## config.mk

```make
export PLATFORM = sky130hd
export DESIGN_NAME = audio_serial_rx
export DESIGN_NICKNAME = d
export VERILOG_FILES = /design/src/rtl/asrx_pkg.sv /design/src/rtl/asrx_sync.sv /design/src/rtl/asrx_deser.sv /design/src/rtl/asrx_pair.sv /design/src/rtl/audio_serial_rx.sv
export SDC_FILE = /design/constraint.sdc
export NUM_CORES = 1
export LEC_CHECK = 0
export ABC_CLOCK_PERIOD_IN_PS = 2600
export BUFFER_PORTS_ARGS = -buffer_cell sky130_fd_sc_hd__buf_2
export CORE_MARGIN = 2
export CORE_UTILIZATION = 58
export DETAILED_ROUTE_END_ITERATION = 7
export PLACE_DENSITY_LB_ADDON = 0.05
export SYNTH_ARGS = -nofsm -noshare
export SYNTH_HDL_FRONTEND = slang
export SYNTH_SLANG_ARGS = --single-unit
```

## constraint.sdc

```tcl
create_clock -name clk -period 2.6 [get_ports clk]
set_input_delay 0.52 -clock clk [delete_from_list [all_inputs] [get_ports clk]]
set_output_delay 0.52 -clock clk [all_outputs]
set_load 0.05 [all_outputs]
```

## src/rtl/asrx_pkg.sv

```systemverilog
package asrx_pkg;

  typedef enum logic [1:0] {
    FMT_LSB16 = 2'b00,
    FMT_LSB18 = 2'b01,
    FMT_MSB18 = 2'b10,
    FMT_I2S   = 2'b11
  } fmt_e;

  localparam int unsigned SMP_W   = 18;
  localparam int unsigned SHORT_W = 16;

  // one finished half-frame, handed from the deserializer to the pairing stage
  typedef struct packed {
    logic             left;
    logic             short_hf;
    logic             whole;
    logic [SMP_W-1:0] data;
  } half_t;

endpackage

```

## src/rtl/asrx_sync.sv

```systemverilog
module asrx_sync #(
  parameter int unsigned WIDTH  = 3,
  parameter int unsigned STAGES = 2
) (
  input  logic             clk,
  input  logic             rst_n,
  input  logic             clr_n,
  input  logic [WIDTH-1:0] din,
  output logic [WIDTH-1:0] dout
);

  localparam int unsigned TOTAL = WIDTH * STAGES;

  logic [STAGES-1:0][WIDTH-1:0] chain_q;
  logic [STAGES-1:0][WIDTH-1:0] chain_d;

  always_comb begin
    chain_d = {chain_q[STAGES-2:0], din};
  end

  always_ff @(posedge clk or negedge rst_n) begin
    if (!rst_n) begin
      chain_q <= '0;
    end else if (!clr_n) begin
      chain_q <= '0;
    end else begin
      chain_q <= chain_d;
    end
  end

  assign dout = chain_q[STAGES-1];

  initial begin
    if (STAGES < 2 || TOTAL < 2) $error("asrx_sync needs at least two stages");
  end

endmodule

```

## src/rtl/asrx_deser.sv

```systemverilog
module asrx_deser
  import asrx_pkg::*;
#(
  parameter int unsigned CNT_W = 7
) (
  input  logic  clk,
  input  logic  rst_n,
  input  logic  clr_n,
  input  fmt_e  fmt,
  input  logic  bit_stb,
  input  logic  lr_lvl,
  input  logic  sd_bit,
  output logic  hf_done,
  output half_t hf
);

  localparam logic [CNT_W-1:0] CNT_ONE  = CNT_W'(1);
  localparam logic [CNT_W-1:0] CNT_MAX  = {CNT_W{1'b1}};
  localparam logic [CNT_W-1:0] WORD_END = CNT_W'(SMP_W);
  localparam logic [CNT_W-1:0] MIN_SHRT = CNT_W'(SHORT_W);

  logic             known_q, known_d;
  logic             lr_q, lr_d;
  logic             whole_q, whole_d;
  logic [CNT_W-1:0] cnt_q, cnt_d;
  logic [SMP_W-1:0] shreg_q, shreg_d;

  logic             boundary;
  logic             sh_en;
  logic [CNT_W-1:0] idx;
  logic [CNT_W-1:0] min_len;
  logic [SMP_W-1:0] base;

  always_comb begin
    boundary = bit_stb && known_q && (lr_lvl != lr_q);
    idx      = boundary ? '0 : cnt_q;
    case (fmt)
      FMT_MSB18: sh_en = (idx < WORD_END);
      FMT_I2S:   sh_en = (idx != '0) && (idx <= WORD_END);
      default:   sh_en = 1'b1;
    endcase
    base    = boundary ? '0 : shreg_q;
    known_d = 1'b1;
    lr_d    = lr_lvl;
    whole_d = whole_q | boundary;
    if (!known_q) begin
      cnt_d   = CNT_ONE;
      shreg_d = shreg_q;
    end else begin
      if (boundary)              cnt_d = CNT_ONE;
      else if (cnt_q == CNT_MAX) cnt_d = cnt_q;
      else                       cnt_d = cnt_q + CNT_ONE;
      shreg_d = sh_en ? {base[SMP_W-2:0], sd_bit} : base;
    end
  end

  always_ff @(posedge clk or negedge rst_n) begin
    if (!rst_n) begin
      known_q <= 1'b0;
      lr_q    <= 1'b0;
      whole_q <= 1'b0;
      cnt_q   <= '0;
      shreg_q <= '0;
    end else if (!clr_n) begin
      known_q <= 1'b0;
      lr_q    <= 1'b0;
      whole_q <= 1'b0;
      cnt_q   <= '0;
      shreg_q <= '0;
    end else if (bit_stb) begin
      known_q <= known_d;
      lr_q    <= lr_d;
      whole_q <= whole_d;
      cnt_q   <= cnt_d;
      shreg_q <= shreg_d;
    end
  end

  always_comb begin
    min_len     = (fmt == FMT_LSB16) ? MIN_SHRT : WORD_END;
    hf_done     = boundary;
    hf.left     = lr_q ^ (fmt == FMT_I2S);
    hf.short_hf = (cnt_q < min_len);
    hf.whole    = whole_q;
    if (fmt == FMT_LSB16) hf.data = {shreg_q[SHORT_W-1:0], {(SMP_W-SHORT_W){1'b0}}};
    else                  hf.data = shreg_q;
  end

endmodule

```

## src/rtl/asrx_pair.sv

```systemverilog
module asrx_pair
  import asrx_pkg::*;
(
  input  logic             clk,
  input  logic             rst_n,
  input  logic             clr_n,
  input  logic             hf_done,
  input  half_t            hf,
  output logic [SMP_W-1:0] left_smp,
  output logic [SMP_W-1:0] right_smp,
  output logic             smp_stb,
  output logic             smp_good,
  output logic             frame_err
);

  logic [SMP_W-1:0] hold_q, hold_d;
  logic             pend_q, pend_d;
  logic             lbad_q, lbad_d;
  logic [SMP_W-1:0] left_d, right_d;
  logic             stb_d, good_d, err_d;
  logic             take;

  always_comb begin
    take    = hf_done && hf.whole;
    hold_d  = hold_q;
    pend_d  = pend_q;
    lbad_d  = lbad_q;
    left_d  = left_smp;
    right_d = right_smp;
    stb_d   = 1'b0;
    good_d  = smp_good;
    err_d   = frame_err | (take && hf.short_hf);
    if (take) begin
      if (hf.left) begin
        hold_d = hf.data;
        pend_d = 1'b1;
        lbad_d = hf.short_hf;
      end else if (pend_q) begin
        left_d  = hold_q;
        right_d = hf.data;
        stb_d   = 1'b1;
        good_d  = !(lbad_q || hf.short_hf);
        pend_d  = 1'b0;
      end
    end
  end

  always_ff @(posedge clk or negedge rst_n) begin
    if (!rst_n) begin
      hold_q    <= '0;
      pend_q    <= 1'b0;
      lbad_q    <= 1'b0;
      left_smp  <= '0;
      right_smp <= '0;
      smp_stb   <= 1'b0;
      smp_good  <= 1'b0;
      frame_err <= 1'b0;
    end else if (!clr_n) begin
      hold_q    <= '0;
      pend_q    <= 1'b0;
      lbad_q    <= 1'b0;
      left_smp  <= '0;
      right_smp <= '0;
      smp_stb   <= 1'b0;
      smp_good  <= 1'b0;
      frame_err <= 1'b0;
    end else begin
      hold_q    <= hold_d;
      pend_q    <= pend_d;
      lbad_q    <= lbad_d;
      left_smp  <= left_d;
      right_smp <= right_d;
      smp_stb   <= stb_d;
      smp_good  <= good_d;
      frame_err <= err_d;
    end
  end


  err_sticky_chk: assert property (@(posedge clk) disable iff (!rst_n)
    (frame_err && clr_n) |=> frame_err);


  short_raises_err_chk: assert property (@(posedge clk) disable iff (!rst_n)
    (clr_n && hf_done && hf.whole && hf.short_hf) |=> frame_err);


  pd_quiet_chk: assert property (@(posedge clk) disable iff (!rst_n)
    !clr_n |=> (!smp_stb && !frame_err));

endmodule

```

## src/rtl/audio_serial_rx.sv

```systemverilog
module audio_serial_rx
  import asrx_pkg::*;
#(
  parameter int unsigned SYNC_STAGES = 2,
  parameter int unsigned CNT_W       = 7
) (
  input  logic        clk,
  input  logic        rst_n,
  input  logic        pwr_dn_n,
  input  logic [1:0]  fmt_sel,
  input  logic        bclk_in,
  input  logic        fclk_in,
  input  logic        sdata_in,
  output logic [17:0] left_smp,
  output logic [17:0] right_smp,
  output logic        smp_stb,
  output logic        smp_good,
  output logic        frame_err
);

  localparam int unsigned PINS = 3;

  logic [PINS-1:0] pins_raw, pins_sync;
  logic            bclk_dly_q, bclk_dly_d;
  logic            bit_stb;
  logic            hf_done;
  half_t           hf;

  assign pins_raw = {sdata_in, fclk_in, bclk_in};

  asrx_sync #(.WIDTH(PINS), .STAGES(SYNC_STAGES)) u_sync (
    .clk   (clk),
    .rst_n (rst_n),
    .clr_n (pwr_dn_n),
    .din   (pins_raw),
    .dout  (pins_sync)
  );

  always_comb begin
    bclk_dly_d = pins_sync[0];
    bit_stb    = pins_sync[0] && !bclk_dly_q;
  end

  always_ff @(posedge clk or negedge rst_n) begin
    if (!rst_n)         bclk_dly_q <= 1'b0;
    else if (!pwr_dn_n) bclk_dly_q <= 1'b0;
    else                bclk_dly_q <= bclk_dly_d;
  end

  asrx_deser #(.CNT_W(CNT_W)) u_deser (
    .clk     (clk),
    .rst_n   (rst_n),
    .clr_n   (pwr_dn_n),
    .fmt     (fmt_e'(fmt_sel)),
    .bit_stb (bit_stb),
    .lr_lvl  (pins_sync[1]),
    .sd_bit  (pins_sync[2]),
    .hf_done (hf_done),
    .hf      (hf)
  );

  asrx_pair u_pair (
    .clk       (clk),
    .rst_n     (rst_n),
    .clr_n     (pwr_dn_n),
    .hf_done   (hf_done),
    .hf        (hf),
    .left_smp  (left_smp),
    .right_smp (right_smp),
    .smp_stb   (smp_stb),
    .smp_good  (smp_good),
    .frame_err (frame_err)
  );


  stb_follows_half_chk: assert property (@(posedge clk) disable iff (!rst_n)
    smp_stb |-> $past(hf_done));


  half_spacing_chk: assert property (@(posedge clk) disable iff (!rst_n)
    hf_done |=> !hf_done);

endmodule

```

==> Implementation_results.wiki, run 1 <==
{| class="wikitable"
! Metric !! Value
|-
| Outcome || complete, no violations
|-
| Cell Count Post-Placement || 500
|-
| Peak VDD IR || 371 uV
|-
| Register cell area after layout || 0.00235 sq mm
|-
| Proportion of synthesized chip area in sequential cells || 56.9%
|-
| Global route overflow || 0
|-
| CTS tree || yes
|-
| Placeable core area || 0.00683 sq mm
|-
| Full die area || 0.00782 sq mm
|-
| Proportion of register bits with asynchronous set or reset after synthesis || 100%
|-
| Overall power || 2.52 mW
|-
| CP Buf/Inv Count || 1
|-
| Routed Antenna Nets || 0
|-
| Count of antenna diodes in the layout || 0
|-
| DR vias/cell || 5.64
|-
| Cell area after synthesis || 0.00413 sq mm
|-
| Post-Syn Instances || 374
|-
| Htree depth || 3
|-
| Post-cts resize count || 0
|-
| First-pass detailed-route iteration total || 4
|-
| Combined area of the multi-input logic cells || 0.00163 sq mm
|-
| Number of maximum-capacitance violations || 0
|-
| Aggregate negative setup slack || 0 ps
|-
| Num rows || 30
|-
| CTS Hold Buffers Added || 0
|-
| Worst Hold Margin || 139 ps
|-
| Number of nets in the layout || 424
|-
| Smallest setup slack after layout || 612 ps
|-
| Die width || 88.4 um
|-
| Max-slew headroom || 53.0%
|-
| Path category of the worst min-delay check || input port to async pin
|-
| Setup Buffers After CTS || 0
|-
| Largest net degree at the start of global routing || 62
|-
| I/O pin count || 47
|-
| Actual transition at the worst max-transition pin || 706 ps
|-
| Clock latency at the later pin of the worst-skew pair || 350 ps
|-
| Maximum single-stage delay on the critical path || 460 ps
|-
| Critical Path Sink Type || flop
|-
| Critical-path cell list || xor2_2 -> nand3_1 -> nor2_4 -> buf_4 -> nor2_1 -> a211oi_1
|-
| Worst Setup Path Type || flop to flop
|-
| Avg WL per Cell || 15.9 um
|-
| Tcrit/Tclk final || 76.5%
|-
| Worst clock skew || 11.4 ps
|-
| Via count || 2910
|-
| Final setup violation count || 0
|-
| Number of pins with negative max-slew slack in the final report || 0
|-
| Largest delay contributor family on the critical path || simple AND/OR/NAND/NOR gates
|-
| Clock Tree Buf Depth || 2
|-
| Initial core utilization || 60.5%
|-
| Number of synthesized flops with an enable pin || 0
|-
| Share of layout cells above drive strength 1 || 23.6%
|-
| Peak fanout along the critical path || 32
|-
| Cell leakage power || 2.10 nW
|-
| Post-route core utilization || 67.8%
|-
| FMAX || 503 MHz
|-
| Critical Path RT || 2850 ps
|-
| Clock slew seen by the registers of the worst setup and hold paths || 90 ps
|-
| Synth-to-Final Area Change || 12.0%
|-
| Buffers added on ports || 46
|-
| Die height || 88.4 um
|-
| Fillers || 571
|-
| Overall fraction of global-route tracks in use || 23.1%
|-
| Post-synthesis net count || 383
|-
| Wire length of the first global-routing pass || 13.7 mm
|-
| Initial detailed-routing violation count || 156
|-
| Number of sinks handled by clock tree synthesis || 94
|-
| Worst-case register-to-register setup slack || 610 ps
|-
| Final hold violation count || 0
|-
| Synth Flop Type || dfrtp_1
|-
| Min Tclk post-route || 1990 ps
|-
| Total wire length after detailed routing || 8.20 mm
|-
| Clock tree root buffer cell || clkbuf_8
|-
| Gp weighted congestion || 0.851
|-
| Post-place instance area || 0.00444 sq mm
|-
| CP max-delay cell || dfrtp_1
|-
| Final instance count without filler cells || 516
|-
| Number of synthesized register bits || 94
|-
| Antenna violations before repair || 0
|-
| Worst-case setup slack after placement || 432 ps
|-
| HPWL reported at the end of detailed placement || 5.58 mm
|-
| Most frequent cells in the layout || dfrtp_1 (94), nand2_1 (46), buf_2 (45)
|-
| Unique masters post-synth || 45
|-
| Leading cell type in the layout, fill and taps excluded || dfrtp_1
|-
| Worst Path Arrival || 2240 ps
|-
| Synth Area per Inst || 11.1 sq um
|-
| Final std cell area, no fill || 0.00463 sq mm
|-
| Setup repair after global routing missed its margin || false
|-
| Residual DRC || 0
|-
| Startpoint kind of the worst setup timing path || flop
|-
| Power per cell area || 545 mW/mm^2
|-
| CTS Buf Count || 9
|-
| Number of global-route vias before repair || 2663
|-
| Number of warning messages in the yosys log || 0
|}
synth_stat cells, drive strengths merged (2+ instances only):
library cell,count,area (sq um)
nand3,12,60.1
a31oi,3,18.8
nand3b,2,15.0
buf,14,101
mux2i,17,170
o211ai,2,15.0
nor2,43,171
and3,4,25.0
o21a,2,15.0
nand2,46,173
clkbuf,12,45.0
nand2b,2,12.5
a21oi,31,155
dfrtp,94,2350
nor3,2,10.0
and2,9,56.3
a211oi,33,333
a22o,17,149
nor4,2,42.5
o21ai,7,35.0
inv,2,7.51
xor2,2,25.0
worst reg2reg max path: stages, from the launching register on:
cell and delay [ps]:
dfrtp_1 460, xor2_2 380, nand3_1 240, nor2_4 190, buf_4 310, nor2_1 80, a211oi_1 230
worst paths after layout:
path	from	to	cells after the start
setup / recovery	u_deser.lr_q	u_pair.hold_q[8]	6
hold / removal	rst_n	u_pair.left_smp[9]	1
setup reg to reg	u_deser.lr_q	u_pair.hold_q[8]	6
hold reg to reg	u_sync.chain_d[5]	u_sync.dout[2]	1
max in group asynchronous	rst_n	u_pair.right_smp[2]	2
min in group clk	sdata_in	u_sync.chain_d[5]	2
flip-flops by register name, indices dropped and copies added, names as in the netlist:
register          cells
u_sync.chain_d        3
u_pair.left_smp      18
u_pair.lbad_q         1
u_sync.dout           3
u_pair.hold_q        18
u_pair.smp_good       1
u_deser.shreg_q      18
u_pair.pend_q         1
u_deser.whole_q       1
u_deser.lr_q          1
u_deser.cnt_q         7
u_deser.known_q       1
bclk_dly_q            1
u_pair.frame_err      1
u_pair.right_smp     18
u_pair.smp_stb        1
routing by layer:
metal / GRT usage [%] / vias to the layer above / wire length (um)
met4: 9.09 / 0 / 126
met1: 37.7 / 1413 / 4120
li1: - / 1423 / -
met3: 3.26 / 10 / 343
met5: 0 / - / 0
met2: 30.8 / 64 / 3610
area by class of cell:
cell class                 count  area share, %
clock buffer                  10           2.76
clock inverter                 6           1.32
inverter                       2          0.162
multi-input combinational    252           35.2
sequential                    94           50.8
tap                           96           2.59
timing repair buffer          56           7.19
power by group:
part | switching (mW) | internal, mW | total [mW]
Combinational | 0.0822 | 0.0299 | 0.112
Clock | 0.495 | 0.444 | 0.939
Sequential | 0.00612 | 1.47 | 1.47
Total | 0.583 | 1.94 | 2.52
kinds of logic after synthesis:
group	after synthesis	share of synthesized area, %
compound gates	104	19.6
mux	17	4.12
flops	94	56.9
xor+xnor	3	0.817
fa+ha+maj	1	0.303
simple gates	127	14.6
buf+inv	28	3.72
No activity file was read; power rests on OpenSTA's default activity.
==> run 2: changes to the inputs <==
--- a/config.mk
+++ b/config.mk
@@ -5,10 +5,10 @@
 export SDC_FILE = /design/constraint.sdc
 export NUM_CORES = 1
 export LEC_CHECK = 0
-export ABC_CLOCK_PERIOD_IN_PS = 2600
+export ABC_CLOCK_PERIOD_IN_PS = 1600
 export BUFFER_PORTS_ARGS = -buffer_cell sky130_fd_sc_hd__buf_2
 export CORE_MARGIN = 2
-export CORE_UTILIZATION = 58
+export CORE_UTILIZATION = 52
 export DETAILED_ROUTE_END_ITERATION = 7
 export PLACE_DENSITY_LB_ADDON = 0.05
 export SYNTH_ARGS = -nofsm -noshare
==> constraint.sdc (replaced) <==
create_clock -name clk -period 1.6 [get_ports clk]
set_input_delay 0.32 -clock clk [delete_from_list [all_inputs] [get_ports clk]]
set_output_delay 0.32 -clock clk [all_outputs]
set_load 0.05 [all_outputs]
==> run 2 against run 1 <==
  * The run now ends with setup timing left
  * Clock skew grew 9.2 ps
  * Register-to-register slack lost 800 ps
  * Sequential cell count unchanged
  * Sequential power grew 63%
  * Worst hold slack gained 6.5 ps
  * Die area up 11%
  * Maximum frequency grew 11%
  * Non-clock buffer count up 74
  * Sequential share of layout area down 12 points
==> Implementation_results.wiki, run 2 (synthesis gave the netlist of run 1 again) <==
{| class="wikitable"
! Metric !! Value
|-
| Buffers added on ports || 46 (unchanged)
|-
| Most frequent cells in the layout || dfrtp_1 (91), buf_4 (50), buf_2 (45) (was dfrtp_1 (94), nand2_1 (46), buf_2 (45))
|-
| Final setup violation count || 72 (was 0)
|-
| Full die area || 0.00868 sq mm (was 0.00782 sq mm)
|-
| Outcome || complete, but fails checks (was complete, no violations)
|-
| Placeable core area || 0.00773 sq mm (was 0.00683 sq mm)
|-
| Path category of the worst min-delay check || input port to flop (was input port to async pin)
|-
| Tcrit/Tclk final || 112% (was 76.5%)
|-
| Number of global-route vias before repair || 3172 (was 2663)
|-
| Largest delay contributor family on the critical path || simple AND/OR/NAND/NOR gates (unchanged)
|-
| Critical-path cell list || xor2_4 -> and3_4 -> and3_4 -> buf_12 -> clkbuf_16 -> nand2_4 -> a21oi_2 (was xor2_2 -> nand3_1 -> nor2_4 -> buf_4 -> nor2_1 -> a211oi_1)
|-
| DR vias/cell || 5.78 (was 5.64)
|-
| Overall fraction of global-route tracks in use || 24.1% (was 23.1%)
|-
| Routed Antenna Nets || 0 (unchanged)
|-
| Combinational power share || 6.5% (was 4.4%)
|-
| Power per cell area || 712 mW/mm^2 (was 545 mW/mm^2)
|-
| Worst clock skew || 20.6 ps (was 11.4 ps)
|-
| I/O pin count || 47 (unchanged)
|-
| Count of antenna diodes in the layout || 0 (unchanged)
|-
| CP max-delay cell || dfrtp_2 (was dfrtp_1)
|-
| Die height || 93.2 um (was 88.4 um)
|-
| Synth-to-Final Area Change || 46.1% (was 12.0%)
|-
| Power share of the clock group || 37.9% (was 37.2%)
|-
| HPWL reported at the end of detailed placement || 6.29 mm (was 5.58 mm)
|-
| Number of pins with negative max-slew slack in the final report || 0 (unchanged)
|-
| Max-slew headroom || 53.2% (was 53.0%)
|-
| Final std cell area, no fill || 0.00604 sq mm (was 0.00463 sq mm)
|-
| Cell leakage power || 2.85 nW (was 2.10 nW)
|-
| Critical Path RT || 1890 ps (was 2850 ps)
|-
| Die width || 93.2 um (was 88.4 um)
|-
| Internal power contribution || 3.22 mW (was 1.94 mW)
|-
| Clock latency at the later pin of the worst-skew pair || 380 ps (was 350 ps)
|-
| Startpoint kind of the worst setup timing path || flop (unchanged)
|-
| Setup repair after global routing missed its margin || true (was false)
|-
| Largest net degree at the start of global routing || 46 (was 62)
|-
| Htree depth || 3 (unchanged)
|-
| Overall power || 4.30 mW (was 2.52 mW)
|-
| Peak fanout along the critical path || 8 (was 32)
|-
| Initial core utilization || 53.5% (was 60.5%)
|-
| FMAX || 558 MHz (was 503 MHz)
|-
| Maximum single-stage delay on the critical path || 480 ps (was 460 ps)
|-
| Global route overflow || 0 (unchanged)
|-
| CTS tree || yes (unchanged)
|-
| Critical Path Sink Type || flop (unchanged)
|-
| Net switching component of the power || 1.08 mW (was 583 uW)
|-
| Most prevalent standard cell on the critical path || and3_4
|-
| Fillers || 460 (was 571)
|-
| Clock slew seen by the registers of the worst setup and hold paths || 110 ps (was 90 ps)
|-
| Worst Setup Path Type || flop to flop (unchanged)
|-
| Number of maximum-capacitance violations || 0 (unchanged)
|-
| Register share of total power || 55.6% (was 58.4%)
|-
| Gp weighted congestion || 0.834 (was 0.851)
|-
| Share of layout cells above drive strength 1 || 53.4% (was 23.6%)
|-
| Post-place instance area || 0.00489 sq mm (was 0.00444 sq mm)
|-
| Min Tclk post-route || 1790 ps (was 1990 ps)
|-
| Clock tree root buffer cell || clkbuf_8 (unchanged)
|-
| Wire length of the first global-routing pass || 16.1 mm (was 13.7 mm)
|-
| CP Buf/Inv Count || 2 (was 1)
|-
| First-pass detailed-route iteration total || 4 (unchanged)
|-
| Actual transition at the worst max-transition pin || 702 ps (was 706 ps)
|-
| Initial detailed-routing violation count || 201 (was 156)
|-
| Residual DRC || 0 (unchanged)
|-
| Via count || 3443 (was 2910)
|-
| Number of nets in the layout || 498 (was 424)
|-
| Peak VDD IR || 474 uV (was 371 uV)
|-
| Final hold violation count || 0 (unchanged)
|-
| Worst Path Arrival || 2080 ps (was 2240 ps)
|-
| Total wire length after detailed routing || 11.5 mm (was 8.20 mm)
|-
| Antenna violations before repair || 0 (unchanged)
|-
| Number of sinks handled by clock tree synthesis || 94 (unchanged)
|-
| Num rows || 32 (was 30)
|-
| Switching Fraction || 25.0% (was 23.1%)
|-
| Failing checks || setup timing
|-
| CTS Buf Count || 9 (unchanged)
|-
| Smallest setup slack after layout || -191 ps (was 612 ps)
|-
| Avg WL per Cell || 19.3 um (was 15.9 um)
|-
| Leading cell type in the layout, fill and taps excluded || dfrtp_1 (unchanged)
|-
| Clock Tree Buf Depth || 2 (unchanged)
|}
## run 2: final cells by class
type                            instances  area, sq um  area share, %
Tap cell                              102          128           2.11
Inverter                                2         7.51          0.124
Timing Repair Buffer                  130         1220           20.2
Clock buffer                           10          128           2.11
Multi-Input combinational cell        252         2130           35.3
Clock inverter                          6         68.8           1.14
Sequential cell                        94         2360           39.0
## run 2: timing repair
| item | CTS | global route |
|---|---|---|
| gates resized for setup | 30 | 95 |
| hold buffers | 1 | 0 |
| gates cloned | 2 | 10 |
| setup endpoints to repair | 78 | 82 |
| hold endpoints to repair | 24 | 0 |
| setup buffers | 14 | 9 |
| pin swaps | 4 | 38 |
## run 2: path summary, 6_finish.rpt
| path | from | to | slack, ps | cells past startpoint |
|---|---|---|---|---|
| worst min register to register | u_sync.chain_d[3] | u_sync.dout[0] | 470 | 1 |
| worst max register to register | u_sync.dout[1] | u_pair.left_smp[15] | -190 | 7 |
| worst min-delay path | fclk_in | u_sync.chain_d[4] | 150 | 2 |
| min in group asynchronous | rst_n | u_pair.left_smp[11] | 410 | 2 |
| max in group asynchronous | rst_n | u_deser.lr_q | 630 | 3 |
| worst max-delay path | u_sync.dout[1] | u_pair.left_smp[15] | -190 | 7 |
## run 2: worst register-to-register path, stage by stage, from the launching register on
cell	delay [ps]
dfrtp_2	480
xor2_4	210
and3_4	220
and3_4	260
buf_12	150
clkbuf_16	180
nand2_4	60
a21oi_2	160
## run 2: per-stage QoR
step	std cells	setup TNS, ps	util, %	hold WS [ps]	setup slack (ps)
floorplan	374	-1430	-	24.4	-54.7
global placement	547	-10610	63.3	259	-249
detailed placement	547	-14320	63.3	266	-309
CTS	580	-1900	70.1	146	-77.0
global route	596	-11970	78.1	143	-239
finish	596	-8000	78.1	146	-191
## run 2: power by group through the flow
stage / Clock [mW] / Combinational (mW) / Sequential [mW]
2_1_floorplan: 0 / 0.105 / 2.44
3_3_place_gp: 0 / 0.238 / 2.44
3_5_place_dp: 0 / 0.241 / 2.44
4_1_cts: 1.62 / 0.267 / 2.39
5_1_grt: 1.75 / 0.305 / 2.39
6_report: 1.63 / 0.281 / 2.39
## run 2: metal layers
layer	GRT usage (%)	vias up	wire length (um)
li1	-	1567	-
met1	36.2	1770	5120
met2	35.6	89	5650
met3	4.27	17	552
met4	7.84	0	163
met5	0	-	0
==> run 3: changes to the inputs <==
--- a/config.mk
+++ b/config.mk
@@ -9,6 +9,7 @@
 export BUFFER_PORTS_ARGS = -buffer_cell sky130_fd_sc_hd__buf_2
 export CORE_MARGIN = 2
 export CORE_UTILIZATION = 52
+export CTS_CLUSTER_DIAMETER = 80
 export DETAILED_ROUTE_END_ITERATION = 7
 export PLACE_DENSITY_LB_ADDON = 0.05
 export SYNTH_ARGS = -nofsm -noshare
==> constraint.sdc (replaced) <==
create_clock -name clk -period 1.6 [get_ports clk]
set_input_delay 0.16 -clock clk [delete_from_list [all_inputs] [get_ports clk]]
set_output_delay 0.16 -clock clk [all_outputs]
set_load 0.05 [all_outputs]
==> run 3 against run 2 <==
  * The run still ends with setup timing left
  * Core utilization about the same
  * First-iteration DRC count down 4.0%
  * Highest routed layer unchanged
  * Critical path type unchanged
  * Die area is the same
  * Maximum frequency is 1.6% higher
==> Implementation_results.wiki, run 3 (synthesis gave the netlist of run 1 again) <==
{| class="wikitable"
! Metric !! Value
|-
| Combinational power share || 6.2% (was 6.5%)
|-
| Number of cell instances on the worst register-to-register path || 8 (was 7)
|-
| Actual transition at the worst max-transition pin || 768 ps (was 702 ps)
|-
| Combined area of the multi-input logic cells || 0.00214 sq mm (was 0.00213 sq mm)
|-
| Path category of the worst min-delay check || input port to flop (unchanged)
|-
| Count of antenna diodes in the layout || 0 (unchanged)
|-
| Worst Setup Path Type || flop to flop (unchanged)
|-
| Smallest setup slack after layout || -163 ps (was -191 ps)
|-
| Power share of the clock group || 37.9% (about the same)
|-
| Clock slew seen by the registers of the worst setup and hold paths || 90 ps (was 110 ps)
|-
| Final instance count without filler cells || 588 (was 596)
|-
| Capturing point of the worst reg2reg path || u_pair.hold_q[17] (was u_pair.left_smp[15])
|-
| Critical Path Sink Type || flop (unchanged)
|-
| Cell Count Post-Placement || 541 (was 547)
|-
| Share of layout cells above drive strength 1 || 53.3% (was 53.4%)
|-
| Wire length of the first global-routing pass || 16.1 mm (unchanged)
|-
| Full die area || 0.00868 sq mm (unchanged)
|-
| Placeable core area || 0.00773 sq mm (unchanged)
|-
| Max-slew headroom || 48.8% (was 53.2%)
|-
| Outcome || complete, but fails checks (unchanged)
|-
| R2R Path Start || u_deser.lr_q (was u_sync.dout[1])
|-
| Startpoint kind of the worst setup timing path || flop (unchanged)
|-
| Final std cell area, no fill || 0.00603 sq mm (was 0.00604 sq mm)
|-
| Most frequent cells in the layout || dfrtp_1 (90), buf_2 (45), buf_4 (44) (was dfrtp_1 (91), buf_4 (50), buf_2 (45))
|-
| Number of global-route vias before repair || 3057 (was 3172)
|-
| Die width || 93.2 um (unchanged)
|-
| Initial core utilization || 53.5% (unchanged)
|-
| Total wire length after detailed routing || 11.6 mm (was 11.5 mm)
|-
| Number of sinks handled by clock tree synthesis || 94 (unchanged)
|-
| Final hold violation count || 0 (unchanged)
|-
| Net switching component of the power || 1.04 mW (was 1.08 mW)
|-
| Cell leakage power || 2.78 nW (was 2.85 nW)
|-
| Routed Antenna Nets || 0 (unchanged)
|-
| Setup repair after global routing missed its margin || true (unchanged)
|-
| I/O pin count || 47 (unchanged)
|-
| CTS tree || yes (unchanged)
|-
| Peak fanout along the critical path || 6 (was 8)
|-
| Clock tree root buffer cell || clkbuf_8 (unchanged)
|-
| HPWL reported at the end of detailed placement || 6.32 mm (was 6.29 mm)
|-
| Avg WL per Cell || 19.8 um (was 19.3 um)
|-
| Residual DRC || 0 (unchanged)
|-
| Clock latency at the later pin of the worst-skew pair || 370 ps (was 380 ps)
|-
| Register share of total power || 55.9% (was 55.6%)
|-
| Num rows || 32 (unchanged)
|-
| Leading cell type in the layout, fill and taps excluded || dfrtp_1 (unchanged)
|-
| Min Tclk post-route || 1760 ps (was 1790 ps)
|-
| Global route overflow || 0 (unchanged)
|-
| Internal power contribution || 3.24 mW (was 3.22 mW)
|-
| Worst-case register-to-register setup slack || -160 ps (was -190 ps)
|-
| Origin of the worst setup path || u_deser.lr_q (was u_sync.dout[1])
|-
| Number of nets in the layout || 491 (was 498)
|-
| Register cell area after layout || 0.00236 sq mm (about the same)
|-
| Initial detailed-routing violation count || 193 (was 201)
|-
| Failing checks || setup timing (unchanged)
|-
| Worst Path Arrival || 2040 ps (was 2080 ps)
|-
| Fillers || 445 (was 460)
|-
| Largest net degree at the start of global routing || 52 (was 46)
|-
| Synth-to-Final Area Change || 46.0% (was 46.1%)
|-
| Final setup violation count || 69 (was 72)
|-
| Overall fraction of global-route tracks in use || 23.8% (was 24.1%)
|-
| Number of pins with negative max-slew slack in the final report || 0 (unchanged)
|-
| Critical Path RT || 1880 ps (was 1890 ps)
|-
| Timing endpoint of the critical path || u_pair.hold_q[17] (was u_pair.left_smp[15])
|-
| Tcrit/Tclk final || 110% (was 112%)
|-
| First-pass detailed-route iteration total || 4 (unchanged)
|-
| DR vias/cell || 5.73 (was 5.78)
|-
| Via count || 3369 (was 3443)
|-
| CTS Buf Count || 9 (unchanged)
|-
| FMAX || 567 MHz (was 558 MHz)
|-
| Switching Fraction || 24.2% (was 25.0%)
|-
| Number of maximum-capacitance violations || 0 (unchanged)
|-
| Htree depth || 3 (unchanged)
|-
| Post-place instance area || 0.00484 sq mm (was 0.00489 sq mm)
|-
| Worst clock skew || 15.6 ps (was 20.6 ps)
|-
| Buffers added on ports || 46 (unchanged)
|-
| Die height || 93.2 um (unchanged)
|-
| Clock Tree Buf Depth || 2 (unchanged)
|-
| Power per cell area || 710 mW/mm^2 (was 712 mW/mm^2)
|-
| Antenna violations before repair || 0 (unchanged)
|-
| Gp weighted congestion || 0.838 (was 0.834)
|-
| Peak VDD IR || 451 uV (was 474 uV)
|}
## run 3: changes by cell type in the layout (fill, tap and decap cells not counted), sizes merged
cell         delta
dlygate4sd3     +2
buf             -8
clkinv          +1
inv             -2
clkbuf          -1
## run 3: what timing repair did
item | in CTS | in global routing
hold buffers | 2 | 1
gates resized for setup | 30 | 99
hold endpoints to repair | 28 | 1
pin swaps | 10 | 43
setup endpoints to repair | 79 | 81
gates cloned | 5 | 9
buffers inserted | 15 | 5
## run 3: layout make-up
| class | instances | share of cell area [%] |
|---|---|---|
| sequential | 94 | 39.1 |
| multi-input combinational | 252 | 35.5 |
| timing repair buffer | 123 | 19.9 |
| clock buffer | 10 | 2.28 |
| tap | 102 | 2.11 |
| clock inverter | 5 | 0.995 |
| inverter | 2 | 0.124 |
## run 3: per-stage QoR
| stage | hold slack (ps) | power, mW | utilization, % | TNS (ps) | setup WS [ps] |
|---|---|---|---|---|---|
| detailed placement | 120 | 2.67 | 62.6 | -13170 | -265 |
| floorplan | -136 | 2.54 | - | -1430 | -54.7 |
| CTS | 0.247 | 4.26 | 70.5 | -3970 | -128 |
| global route | 3.76 | 4.44 | 78.1 | -10500 | -220 |
| finish | 12.2 | 4.28 | 78.1 | -6220 | -163 |
| global placement | 113 | 2.67 | 62.6 | -10450 | -239 |
## run 3: metal layers
layer / global-route usage, % / part of all wire (%) / vias up
met3: 3.14 / 4.5 / 14
met5: 0 / 0 / -
met2: 34.1 / 48 / 87
met1: 37.7 / 46 / 1722
met4: 7.48 / 1.5 / 0
li1: - / - / 1546
## run 3: how the worst min path moves through the flow
stage / from / end / slack (ps) / depth (start not counted)
2_1_floorplan: rst_n / bclk_dly_q / -140 / 0
6_report: sdata_in / u_sync.chain_d[5] / 10 / 2
5_1_grt: sdata_in / u_sync.chain_d[5] / 4 / 2
3_5_place_dp: rst_n / u_pair.left_smp[10] / 120 / 1
4_1_cts: bclk_in / u_sync.chain_d[3] / 0.2 / 2
3_3_place_gp: rst_n / u_pair.left_smp[10] / 110 / 1
## run 3: worst max-delay path: stages (launching register included)
cell       delay [ps]
dfrtp_2           480
buf_6             150
xor2_4            190
buf_6             150
nor2_4            140
buf_12            150
clkbuf_16         160
nor2_1             50
a211oi_2          200
## run 3: power groups by stage
stage                     Combinational, mW  Clock, mW  Sequential, mW
final                                 0.267       1.62            2.39
after global routing                  0.294       1.75            2.39
after CTS                             0.249       1.62            2.39
after detailed placement              0.235          0            2.44
after global placement                0.231          0            2.44
after floorplan                       0.105          0            2.44
